[src/rtl/pmsnap_pkg.sv]
package pmsnap_pkg;

   // Control word layout: bit 0 request, bit 1 source select.
   typedef struct packed {
      logic mode;
      logic req;
   } ctl_t;

   localparam int CTL_W = 2;

   typedef enum logic {
      SRC_LOCAL  = 1'b0,
      SRC_GLOBAL = 1'b1
   } src_sel_e;

endpackage

[src/rtl/pmsnap_ctrl.sv]
module pmsnap_ctrl
   import pmsnap_pkg::*;
(
   input  logic             clk,
   input  logic             rst_n,
   input  logic             ctl_we,
   input  logic [CTL_W-1:0] ctl_wdata,
   input  logic             glob_upd,
   output ctl_t             ctl_r,
   output logic             fire,
   output logic             upd_done
);

   logic src;
   logic src_d;

   always_ff @(posedge clk) begin
      if (!rst_n) begin
         ctl_r <= '0;
      end else if (ctl_we) begin
         ctl_r <= ctl_t'(ctl_wdata);
      end
   end

   always_comb begin
      if (src_sel_e'(ctl_r.mode) == SRC_GLOBAL) begin
         src = glob_upd;
      end else begin
         src = ctl_r.req;
      end
   end

   always_ff @(posedge clk) begin
      if (!rst_n) begin
         src_d <= 1'b0;
      end else begin
         src_d <= src;
      end
   end

   assign fire = src & ~src_d;

   always_ff @(posedge clk) begin
      if (!rst_n) begin
         upd_done <= 1'b0;
      end else if (fire) begin
         upd_done <= 1'b1;
      end else if (!ctl_r.req) begin
         upd_done <= 1'b0;
      end
   end

endmodule

[src/rtl/pmsnap_chan.sv]
module pmsnap_chan #(
   parameter int CNT_W = 16
) (
   input  logic             clk,
   input  logic             rst_n,
   input  logic             evt,
   input  logic             snap,
   input  logic             nz_clr,
   output logic [CNT_W-1:0] cnt,
   output logic [CNT_W-1:0] hold,
   output logic             nz
);

   localparam logic [CNT_W-1:0] CNT_MAX = '1;
   localparam logic [CNT_W-1:0] CNT_ONE = CNT_W'(1);

   logic [CNT_W-1:0] cnt_nxt;
   logic             nz_set;

   always_comb begin
      cnt_nxt = cnt;
      if (snap) begin
         cnt_nxt = evt ? CNT_ONE : '0;
      end else if (evt && (cnt != CNT_MAX)) begin
         cnt_nxt = cnt + CNT_ONE;
      end
   end

   assign nz_set = evt & (snap | (cnt == '0));

   always_ff @(posedge clk) begin
      if (!rst_n) begin
         cnt  <= '0;
         hold <= '0;
         nz   <= 1'b0;
      end else begin
         cnt <= cnt_nxt;
         if (snap) begin
            hold <= cnt;
         end
         nz <= (nz & ~nz_clr) | nz_set;
      end
   end

endmodule

[src/rtl/pmsnap_rdport.sv]
module pmsnap_rdport #(
   parameter int NUM_CH   = 4,
   parameter int CNT_W    = 16,
   parameter int RD_AW    = 3,
   parameter bit READ_REG = 1'b1
) (
   input  logic                    clk,
   input  logic                    rst_n,
   input  logic [NUM_CH*CNT_W-1:0] hold_flat,
   input  logic [RD_AW-1:0]        rd_addr,
   output logic [CNT_W-1:0]        rd_data
);

   logic [CNT_W-1:0] sel;

   always_comb begin
      sel = '0;
      for (int i = 0; i < NUM_CH; i++) begin
         if (rd_addr == RD_AW'(i)) begin
            sel = hold_flat[i*CNT_W +: CNT_W];
         end
      end
   end

   if (READ_REG) begin : g_reg
      always_ff @(posedge clk) begin
         if (!rst_n) begin
            rd_data <= '0;
         end else begin
            rd_data <= sel;
         end
      end
   end else begin : g_comb
      assign rd_data = sel;
   end

endmodule

[src/rtl/pmsnap_top.sv]
module pmsnap_top
   import pmsnap_pkg::*;
#(
   parameter int NUM_CH   = 4,
   parameter int CNT_W    = 16,
   parameter bit READ_REG = 1'b1,
   localparam int RD_AW   = $clog2(NUM_CH) + 1
) (
   input  logic              clk,
   input  logic              rst_n,
   input  logic              ctl_we,
   input  logic [1:0]        ctl_wdata,
   input  logic              glob_upd,
   input  logic [NUM_CH-1:0] ch_en,
   input  logic [NUM_CH-1:0] evt_inc,
   input  logic [NUM_CH-1:0] nz_w1c,
   input  logic [RD_AW-1:0]  rd_addr,
   output logic [1:0]        ctl_q,
   output logic              upd_done,
   output logic [NUM_CH-1:0] nz_lat,
   output logic [CNT_W-1:0]  rd_data
);

   if (NUM_CH < 1) begin : g_bad_ch
      $error("pmsnap_top: NUM_CH must be at least 1");
   end
   if (CNT_W < 2) begin : g_bad_w
      $error("pmsnap_top: CNT_W must be at least 2");
   end

   ctl_t                    ctl_r;
   logic                    fire;
   logic [NUM_CH*CNT_W-1:0] cnt_flat;
   logic [NUM_CH*CNT_W-1:0] hold_flat;

   pmsnap_ctrl u_ctrl (
      .clk      (clk),
      .rst_n    (rst_n),
      .ctl_we   (ctl_we),
      .ctl_wdata(ctl_wdata),
      .glob_upd (glob_upd),
      .ctl_r    (ctl_r),
      .fire     (fire),
      .upd_done (upd_done)
   );

   assign ctl_q = ctl_r;

   for (genvar i = 0; i < NUM_CH; i++) begin : g_ch
      pmsnap_chan #(
         .CNT_W(CNT_W)
      ) u_chan (
         .clk   (clk),
         .rst_n (rst_n),
         .evt   (evt_inc[i]),
         .snap  (fire & ch_en[i]),
         .nz_clr(nz_w1c[i]),
         .cnt   (cnt_flat[i*CNT_W +: CNT_W]),
         .hold  (hold_flat[i*CNT_W +: CNT_W]),
         .nz    (nz_lat[i])
      );
   end

   pmsnap_rdport #(
      .NUM_CH  (NUM_CH),
      .CNT_W   (CNT_W),
      .RD_AW   (RD_AW),
      .READ_REG(READ_REG)
   ) u_rd (
      .clk      (clk),
      .rst_n    (rst_n),
      .hold_flat(hold_flat),
      .rd_addr  (rd_addr),
      .rd_data  (rd_data)
   );

endmodule

[config.mk]
export PLATFORM = sky130hd
export DESIGN_NAME = pmsnap_top
export DESIGN_NICKNAME = d
export VERILOG_FILES = /design/src/rtl/pmsnap_pkg.sv /design/src/rtl/pmsnap_ctrl.sv /design/src/rtl/pmsnap_chan.sv /design/src/rtl/pmsnap_rdport.sv /design/src/rtl/pmsnap_top.sv
export SDC_FILE = /design/constraint.sdc
export NUM_CORES = 1
export LEC_CHECK = 0
export BUFFER_PORTS_ARGS = -buffer_cell sky130_fd_sc_hd__buf_4
export CORE_MARGIN = 2
export CORE_UTILIZATION = 46
export DETAILED_ROUTE_END_ITERATION = 16
export PLACE_DENSITY_LB_ADDON = 0.1
export SETUP_SLACK_MARGIN = 0.2
export SLEW_MARGIN = 15
export SYNTH_ARGS = -nofsm -noshare
export SYNTH_HDL_FRONTEND = slang
export SYNTH_SLANG_ARGS = --single-unit
export TNS_END_PERCENT = 10
[constraint.sdc]
create_clock -name clk -period 2.1 [get_ports clk]
set_input_delay 0.315 -clock clk [delete_from_list [all_inputs] [get_ports clk]]
set_output_delay 0.315 -clock clk [all_outputs]
set_load 0.05 [all_outputs]
==> summary.json <==
{
  "worstPathMaxFanout": 8,
  "avgSynthCellArea_um2": 8.10,
  "clock_tree.root_cell": "sky130_fd_sc_hd__clkbuf_16",
  "hpwlAfterDp_mm": 12.9,
  "ys_ff_latch": 152,
  "vdd_drop_max_uv": 683,
  "fin_crit_sh": 0.913,
  "postLayoutCellArea_um2": 8310,
  "synth-xor-area-share": 0,
  "gr-total-overflow": 0,
  "placementRows": 45,
  "synth_top_family_by_area": "simple AND/OR/NAND/NOR gates",
  "syn_area_um2": 7010,
  "post_drt_via_cell_ratio": 5.95,
  "rsz0062_at_grt": "yes",
  "grt_util_all_layers": 0.228,
  "power_density_nw_per_um2": 836,
  "startpoint_type_of_the_worst_setup_path": "flip-flop",
  "core_um2": 15000,
  "timing_worst_setup_path_type": "flip-flop to flip-flop",
  "number_of_enable_type_register_cells_in_the_synthesized_netlist": 0,
  "outcome": "completed",
  "grt_pass1_vias": 6100,
  "timing.setup.tns_ps": 0,
  "number_of_drc_markers_in_iteration_0": 600,
  "ant_nets": 0,
  "worst_skew_pair.late_latency_ps": 430,
  "holdPathEnd": "u_ctrl.ctl_r[1]",
  "io_buffer_count": 43,
  "drc": 0,
  "grt_max_degree": 40,
  "post_route_minimum_period_ps": 1920,
  "cts_htree_levels": 4,
  "dr.pass1.iters": 5,
  "gpl.final_weighted_congestion": 0.960,
  "grt.met1_usage": 0.297,
  "post_synth_num_cell_types": 50,
  "clockBufferDepth": 2,
  "hold_path_startpoint": "ctl_wdata[1]",
  "clk_pin_slew_ps": 60,
  "i_o_pin_count": 44,
  "cts_made_buffers": 17,
  "synthSimpleGateAreaFrac": 0.268,
  "synthMuxAreaShare": 0.0316,
  "n_fill_cell": 1311,
  "most_used_flip_flop_cell_after_synthesis": "sky130_fd_sc_hd__dfxtp_1",
  "fraction_of_layout_cells_with_a_size_suffix_above_1": 0.143,
  "syn-instance-count": 866,
  "cap_violations": 0,
  "synth.net_count": 895,
  "r2r-start": "g_ch[2].u_chan.cnt[4]",
  "worstHoldPathType": "input pin to flip-flop",
  "timing.rr.end": "g_ch[2].u_chan.cnt[15]",
  "floorplan.die_area_um2": 16200,
  "wire_length_of_the_first_global_routing_pass_mm": 29.8,
  "hold_path_depth": 3,
  "synth_seq_area_share": 0.434,
  "endpoint_required_time_on_the_critical_path_ps": 2450,
  "setup_viol": 0,
  "timing_hold_violations_final": 0,
  "slew_violations": 0,
  "mean_routed_wirelength_per_cell_um": 16.4,
  "grt-busiest-layer": "met2",
  "worst_slew_margin_rel": 0.359,
  "antenna_cells": 0,
  "tritoncts_num_sinks": 152,
  "globalRouteMet3Util": 0.0482,
  "dp_slack_ps": 118,
  "area_delta_synth_final_pct": 18.5,
  "final_critical_path_setup_slack_ps": 183,
  "r2r.worst_path.cells": 4,
  "die_width_um": 127,
  "fin_hold_ws_ps": 147,
  "worstMarginPinSlew_ps": 960,
  "grt_antenna_before_repair": 0,
  "final.setup_skew_ps": 5.52,
  "r2r_slack_ps": 180,
  "cts.hold.buffers_added": 0,
  "ys_warn_count": 0,
  "p_leak_nw": 2.87,
  "timing.critical_path.arrival_ps": 2270,
  "area_fraction_in_compound_gates_after_synthesis": 0.202,
  "number_of_nets_at_the_end_of_the_flow": 931,
  "cts_tree": "built",
  "worstSetupEndpointType": "flip-flop",
  "die_height_um": 127,
  "totalWireLength_mm": 18.1,
  "synthArstFlopShare": 0,
  "start_util": 0.467,
  "yosys.area_share.adder": 0.0143,
  "postPlaceCellArea_um2": 7590,
  "via_count": 6562,
  "use_met2": 0.383,
  "fmaxAchievable_mhz": 522
}
-- cells in the mapped netlist (all sizes together) (2+ instances only) --
master   instances  area, um2
a211o            2       17.5
a211oi           2       15.0
a21oi          115        576
a2bb2oi         32        280
a31oi            5       31.3
a41oi            2       17.5
and2             6       37.5
and3             9       56.3
and4             9       78.8
buf             17       91.3
clkbuf          47        178
dfxtp          152       3040
ha               8        100
inv             22       82.6
mux2i           21        210
nand2          169        634
nand2b           7       43.8
nand3           31        155
nand3b           4       30.0
nand4           24        156
nor2            33        124
nor2b            6       37.5
nor3             9       45.0
nor4            17        113
nor4b            5       43.8
o211ai           2       15.0
o21a             2       15.0
o21ai           19       95.1
o311ai           4       35.0
o31ai           27        203
o41ai            6       60.1
or3             13       81.3
or4             29        219
-- stage by stage --
stage	std cells	power [W]	utilization
4_1_cts	1103	0.00700	0.552
3_3_place_gp	1071	0.00339	0.505
6_report	1103	0.00695	0.553
3_5_place_dp	1071	0.00340	0.505
5_1_grt	1103	0.00714	0.553
2_1_floorplan	866	0.00327	-
-- layer usage --
layer	routed length [um]	up-vias
li1	-	3232
met1	8330	3136
met2	8680	172
met3	865	22
met4	184	0
met5	0	-
-- worst max-delay path, stage by stage, from the launching register on --
cell,delay (ps)
sky130_fd_sc_hd__dfxtp_1,440
sky130_fd_sc_hd__nand4_2,180
sky130_fd_sc_hd__or4_4,560
sky130_fd_sc_hd__or4_1,510
sky130_fd_sc_hd__a21oi_1,160
-- layout by cell type, fill, tap and decap left out, types with 4 or more instances in the layout --
cell type / synthesis / final
sky130_fd_sc_hd__buf_4: 4 / 81
sky130_fd_sc_hd__o41ai_1: 5 / 5
sky130_fd_sc_hd__nand3_1: 31 / 31
sky130_fd_sc_hd__a2bb2oi_1: 32 / 32
sky130_fd_sc_hd__or3_1: 13 / 13
sky130_fd_sc_hd__a31oi_1: 5 / 5
sky130_fd_sc_hd__mux2i_1: 21 / 21
sky130_fd_sc_hd__o21ai_0: 19 / 19
sky130_fd_sc_hd__nand2_1: 169 / 169
sky130_fd_sc_hd__nand2b_1: 7 / 7
sky130_fd_sc_hd__nor4b_1: 5 / 5
sky130_fd_sc_hd__nor2_1: 33 / 33
sky130_fd_sc_hd__nand4_1: 23 / 23
sky130_fd_sc_hd__and3_1: 9 / 9
sky130_fd_sc_hd__clkbuf_16: 0 / 17
sky130_fd_sc_hd__and4_1: 9 / 9
sky130_fd_sc_hd__and2_1: 6 / 6
sky130_fd_sc_hd__nand3b_1: 4 / 4
sky130_fd_sc_hd__bufinv_16: 0 / 7
sky130_fd_sc_hd__o31ai_1: 27 / 27
sky130_fd_sc_hd__inv_1: 22 / 21
sky130_fd_sc_hd__nor4_1: 16 / 15
sky130_fd_sc_hd__ha_1: 8 / 7
sky130_fd_sc_hd__nor2b_1: 6 / 6
sky130_fd_sc_hd__dfxtp_1: 152 / 145
sky130_fd_sc_hd__or4_1: 28 / 27
sky130_fd_sc_hd__nor3_1: 9 / 9
sky130_fd_sc_hd__dfxtp_2: 0 / 7
sky130_fd_sc_hd__a21oi_1: 115 / 115
sky130_fd_sc_hd__o311ai_0: 4 / 4
-- worst max path at each step --
stage / startpoint / endpoint / slack, ps / cells after the start
finish: g_ch[2].u_chan.cnt[4] / g_ch[2].u_chan.cnt[15] / 180 / 4
global route: g_ch[2].u_chan.cnt[0] / g_ch[2].u_chan.cnt[10] / 110 / 5
CTS: g_ch[2].u_chan.cnt[4] / g_ch[2].u_chan.cnt[15] / 190 / 4
detailed placement: g_ch[2].u_chan.cnt[4] / g_ch[2].u_chan.cnt[15] / 120 / 4
global placement: g_ch[2].u_chan.cnt[6] / g_ch[2].u_chan.cnt[15] / 210 / 4
floorplan: u_ctrl.ctl_r[1] / g_ch[3].u_chan.cnt[13] / 210 / 5
-- area by class of cell --
class,count,area (um2),area share
multi-input combinational,628,3630,0.437
sequential,152,3050,0.367
timing repair buffer,81,608,0.0732
clock buffer,20,457,0.0550
clock inverter,12,245,0.0295
tap,188,235,0.0283
inverter,22,82.6,0.00994
-- flip-flops by register name, indices dropped and copies added (netlist names) --
signal,cells
g_ch.u_chan.nz,4
u_ctrl.ctl_r,2
u_ctrl.src_d,1
u_ctrl.upd_done,1
u_rd.rd_data,16
g_ch.u_chan.hold,64
g_ch.u_chan.cnt,64
-- what timing repair did --
| item | CTS | global route |
|---|---|---|
| endpoints found under the setup margin | 6 | 24 |
| resized for setup | 3 | 5 |
| buffers inserted | 0 | 0 |
-- cell families (layout without fill, tap and decap cells) --
family / after synthesis / in the layout
buf+inv: 86 / 135
compound gates: 224 / 224
mux: 22 / 22
simple gates: 374 / 374
fa+ha+maj: 8 / 8
flops: 152 / 152
-- power by group --
| group | internal, W | switching [W] |
|---|---|---|
| combinational | 0.000142 | 0.000252 |
| sequential | 0.00291 | 0.0000302 |
| clock | 0.00241 | 0.00120 |
Power figures use the tool's default switching activity.
